### config.mk
export PLATFORM = sky130hd
export DESIGN_NAME = adc_read_seq
export DESIGN_NICKNAME = d
export VERILOG_FILES = /design/src/rtl/adc_read_seq.sv
export SDC_FILE = /design/constraint.sdc
export NUM_CORES = 1
export LEC_CHECK = 0
export BUFFER_PORTS_ARGS = -buffer_cell sky130_fd_sc_hd__buf_2
export CORE_MARGIN = 2
export CORE_UTILIZATION = 55
export CTS_BUF_LIST = sky130_fd_sc_hd__clkbuf_4 sky130_fd_sc_hd__clkbuf_8
export DETAILED_ROUTE_END_ITERATION = 16
export PLACE_DENSITY = 0.78
export SETUP_SLACK_MARGIN = 0.5
export SYNTH_ARGS = -nofsm -noshare
export SYNTH_HDL_FRONTEND = slang
export SYNTH_SLANG_ARGS = --single-unit
### constraint.sdc
create_clock -name clk -period 2.4 [get_ports clk]
set_input_delay 0.48 -clock clk [delete_from_list [all_inputs] [get_ports clk]]
set_output_delay 0.48 -clock clk [all_outputs]
set_load 0.005 [all_outputs]
### src/rtl/adc_read_seq.sv
module adc_read_seq #(
  parameter int SETUP_CYC   = 4,
  parameter int STROBE_CYC  = 5,
  parameter int READ_CYC    = 2,
  parameter int GAP_CYC     = 375,
  parameter int TIMEOUT_CYC = 360,
  parameter int DW          = 12,
  parameter int BW          = 8
) (
  input  logic          clk,
  input  logic          rst_n,
  input  logic          req,
  input  logic          byte_mode,
  output logic          cs_n,
  output logic          rc,
  output logic          hbe,
  input  logic          busy,
  input  logic [DW-1:0] adc_d,
  output logic          res_valid,
  input  logic          res_ready,
  output logic [DW-1:0] res_data,
  output logic          res_err
);
  localparam int HW   = DW - BW;
  localparam int MAXC = (TIMEOUT_CYC > SETUP_CYC + STROBE_CYC + READ_CYC) ?
                        TIMEOUT_CYC : SETUP_CYC + STROBE_CYC + READ_CYC;
  localparam int CW   = $clog2(MAXC + 1);
  localparam int GW   = $clog2(GAP_CYC + 1);

  typedef enum logic [2:0] {S_IDLE, S_SETUP, S_STROBE, S_WAIT, S_RDLO, S_RDHI, S_DONE} st_t;

  st_t           st;
  logic [CW-1:0] cnt;
  logic [GW-1:0] gap;
  logic          mode_q, armed;
  logic [BW-1:0] lo_q;
  logic          cap;

  assign cs_n      = !(st inside {S_SETUP, S_STROBE, S_WAIT, S_RDLO, S_RDHI});
  assign rc        = (st != S_STROBE);
  assign hbe       = (st == S_RDHI);
  assign res_valid = (st == S_DONE);
  assign cap       = (st inside {S_RDLO, S_RDHI}) && (cnt == CW'(READ_CYC - 1));

  always_ff @(posedge clk) begin
    if (!rst_n) begin
      st       <= S_IDLE;
      cnt      <= '0;
      gap      <= '0;
      mode_q   <= 1'b0;
      armed    <= 1'b0;
      lo_q     <= '0;
      res_data <= '0;
      res_err  <= 1'b0;
    end else begin
      if (gap != '0) gap <= gap - 1'b1;
      cnt <= cnt + 1'b1;
      case (st)
        S_IDLE: begin
          cnt <= '0;
          if (req && gap == '0) begin
            st     <= S_SETUP;
            mode_q <= byte_mode;
          end
        end
        S_SETUP:
          if (cnt == CW'(SETUP_CYC - 1)) begin
            st  <= S_STROBE;
            cnt <= '0;
            gap <= GW'(GAP_CYC);
          end
        S_STROBE:
          if (cnt == CW'(STROBE_CYC - 1)) begin
            st    <= S_WAIT;
            cnt   <= '0;
            armed <= 1'b0;
          end
        S_WAIT: begin
          if (!busy) armed <= 1'b1;
          if (armed && busy) begin
            st  <= S_RDLO;
            cnt <= '0;
          end else if (cnt == CW'(TIMEOUT_CYC - 1)) begin
            st       <= S_DONE;
            res_data <= '0;
            res_err  <= 1'b1;
          end
        end
        S_RDLO:
          if (cap) begin
            cnt <= '0;
            if (mode_q) begin
              lo_q <= adc_d[BW-1:0];
              st   <= S_RDHI;
            end else begin
              res_data <= adc_d;
              res_err  <= 1'b0;
              st       <= S_DONE;
            end
          end
        S_RDHI:
          if (cap) begin
            res_data <= {adc_d[HW-1:0], lo_q};
            res_err  <= 1'b0;
            st       <= S_DONE;
          end
        S_DONE:
          if (res_ready) st <= S_IDLE;
        default: st <= S_IDLE;
      endcase
    end
  end
endmodule

==> results.yml <==
status:
  outcome: "finished, final reports clean"
layout:
  drive_above_1_share: 0.301
  synthToLayoutAreaGrowth_pct: 24.5
  regArea_sq_um: 897
  finalNonFillerCells: 346
  fin_nets: 318
  nFillCells: 305
  multi_input_area_sq_mm: 0.00137
  utilization: 0.701
  antenna_cells: 0
synthesis:
  ys_top_cells_by_count: "44 x dfxtp_1, 28 x nor2_1, 23 x mux2i_1, 19 x o21ai_0, 18 x a21oi_1"
  syn_inst: 254
  synthTopCellsByArea: "dfxtp_1 40%, mux2i_1 10%, nor2_1 4.7%, or4_1 4.7%, o21ai_0 4.3%"
  synth_edf_count: 0
  synth_largest_area_cell: "dfxtp_1"
  async_flop_share: 0
  avgSynthCellArea_sq_um: 8.74
  synth.top_cell.area_share: 0.397
  ys_types: 41
  synth_seq_cells: 44
  synthFlopType: "dfxtp_1"
  synth-seq-area-share: 0.397
  yosysMostFrequentCell: "dfxtp_1"
  ys.warnings.count: 0
  netlist_area_sq_mm: 0.00222
  syn_nets: 277
clock_network:
  cts_max_level: 2
  clock-sinks: 44
  clk_path_buf_depth: 2
  worstSkewPairLatency_ns: 0.31
  cts_tree: "yes"
  root_buffer: "clkbuf_8"
  clkSlewWorstSetupHoldPaths_ns: 0.09
  cts_buffers: 5
sta:
  rsz0062_at_grt: "yes"
  min_period_ns: 1.98
  slew_viol_final: 0
  maxSlewHeadroom: 0.498
  hold_viol: 0
  timing.fmax_ghz: 0.506
  fin_skew_ns: 0.0125
  setup_viol: 0
  timing.setup.tns_ns: 0
  tightest_slew_ns: 0.752
  fin_crit_sh: 0.824
floorplan:
  core-area_sq_mm: 0.00394
  die_h_microns: 67.5
  std_cell_rows: 23
  fp.dieArea_sq_mm: 0.00456
  io_pins: 35
  initial_core_util: 0.563
  die_x_microns: 67.5
route:
  avgRoutedWirePerCell_microns: 15.1
  vias_per_cell: 5.82
  drt_iter0_markers: 157
  vias: 2015
  drtPass1Iterations: 4
  drcViolationCount: 0
  routed_wirelength_microns: 5210
  ant_nets: 0
worst_hold_path:
  hp-class: "in -> reg"
  holdPathStages: 3
  min_to: "mode_q"
  min_from: "byte_mode"
critical_path:
  required_ns: 2.60
  r2r_cells: 5
  r2r_start: "cnt[4]"
  cp-end-kind: "flip-flop"
  cp_data_arrival_time_ns: 2.18
  r2r_slack_ns: 0.42
  r2r-end: "st[1]"
  path_class: "reg -> reg"
  cp-start-kind: "flip-flop"
  cp_max_fo: 4
power_and_ir_drop:
  internal_power_mw: 1.55
  seqPwrFrac: 0.383
  p_clk_frac: 0.242
  max-vdd-ir-drop_uv: 495
  total_power_mw: 2.37
  power_density_mw_per_mm2: 856
  power_leakage_nw: 1.08
  switching_share: 0.345
  comb_power_share: 0.375
  switching_power_mw: 0.816
grt:
  antenna_found_initial: 0
  overflow: 0
  grt_pass1_wl_microns: 8260
  track_usage: 0.242
  grt_pass1_vias: 1848
  grt_max_degree: 27
placement:
  dp_cells: 328
  hpwl_microns: 3300
  portBuffers: 34
  routabilityCongestion: 0.842
flow_run:
  drv_cap: 0
[cell type report]
type                    count  share of cell area
clock buffers               5              0.0249
clock inverters             3              0.0154
inverters                   9              0.0122
multi-input cells         187               0.496
flip-flops and latches     44               0.324
well taps                  50              0.0226
repair buffers             48               0.104
[cell families after synthesis]
kind of cell | synth area share
AOI/OAI and AO/OA | 0.152
and+or+nand+nor | 0.234
buffers and inverters | 0.0462
muxes | 0.104
xor gates and xnor gates | 0.0394
DFF | 0.397
adders and majority gates | 0.0282
[registers in the layout, summed over array words and instances (netlist names)]
| register | count |
|---|---|
| res_data | 12 |
| res_err | 1 |
| st | 3 |
| gap | 9 |
| armed | 1 |
| mode_q | 1 |
| lo_q | 8 |
| cnt | 9 |
[worst max-delay path, cell delays in order, from the launching register on]
cell and delay, ns:
dfxtp_2 0.33, or3_4 0.43, o31ai_1 0.29, a21oi_1 0.14, or4b_4 0.55, mux2i_1 0.14
[power groups by stage]
stage	combinational [mW]	sequential [mW]	clock, mW
finish	0.889	0.907	0.573
global route	0.981	0.919	0.613
CTS	0.797	0.891	0.577
detailed placement	0.736	0.906	0
global placement	0.719	0.901	0
floorplan	0.563	0.879	0
[routing by layer]
metal / share of wire / global-route usage / routed length, microns
met5: 0 / 0 / 0
met3: 0.046 / 0.0533 / 240
met4: 0.020 / 0.117 / 104
met1: 0.44 / 0.292 / 2290
met2: 0.49 / 0.404 / 2580
[worst max path at each step]
stage,from,to,slack [ns]
detailed placement,cnt[5],st[1],0.30
finish,cnt[4],st[1],0.42
global placement,st[2],res_data[9],0.36
CTS,cnt[3],res_data[3],0.41
floorplan,cnt[5],st[1],0.50
global route,cnt[5],st[1],0.35
[per-stage QoR]
stage	area, sq um	worst slack, ns	hold WS, ns
floorplan	2230	0.503	0.438
global placement	2450	0.359	0.448
detailed placement	2450	0.299	0.463
CTS	2660	0.414	0.410
global route	2770	0.354	0.424
finish	2770	0.422	0.409
[timing repair]
| action | 4_1_cts | 5_1_grt |
|---|---|---|
| resized for setup | 10 | 25 |
| buffers inserted | 5 | 3 |
| hold buffers | 0 | 0 |
| endpoints found under the setup margin | 19 | 31 |
| pin swaps | 7 | 17 |
| gates cloned | 2 | 0 |
[layout by cell type (no fill, tap or decap), types with 4 or more instances in the layout]
cell type	instances
buf_2	34
nor2_1	27
o21ai_0	16
a21boi_0	4
or4_1	12
dfxtp_1	35
xor2_1	4
o21ai_1	4
nand2_1	14
a21oi_1	15
buf_4	13
inv_1	8
clkbuf_8	5
mux2i_1	23
nand3_1	5
nand4b_1	4
dfxtp_2	7
xnor2_1	6
Note: power is estimated with default switching activity, not from simulation.
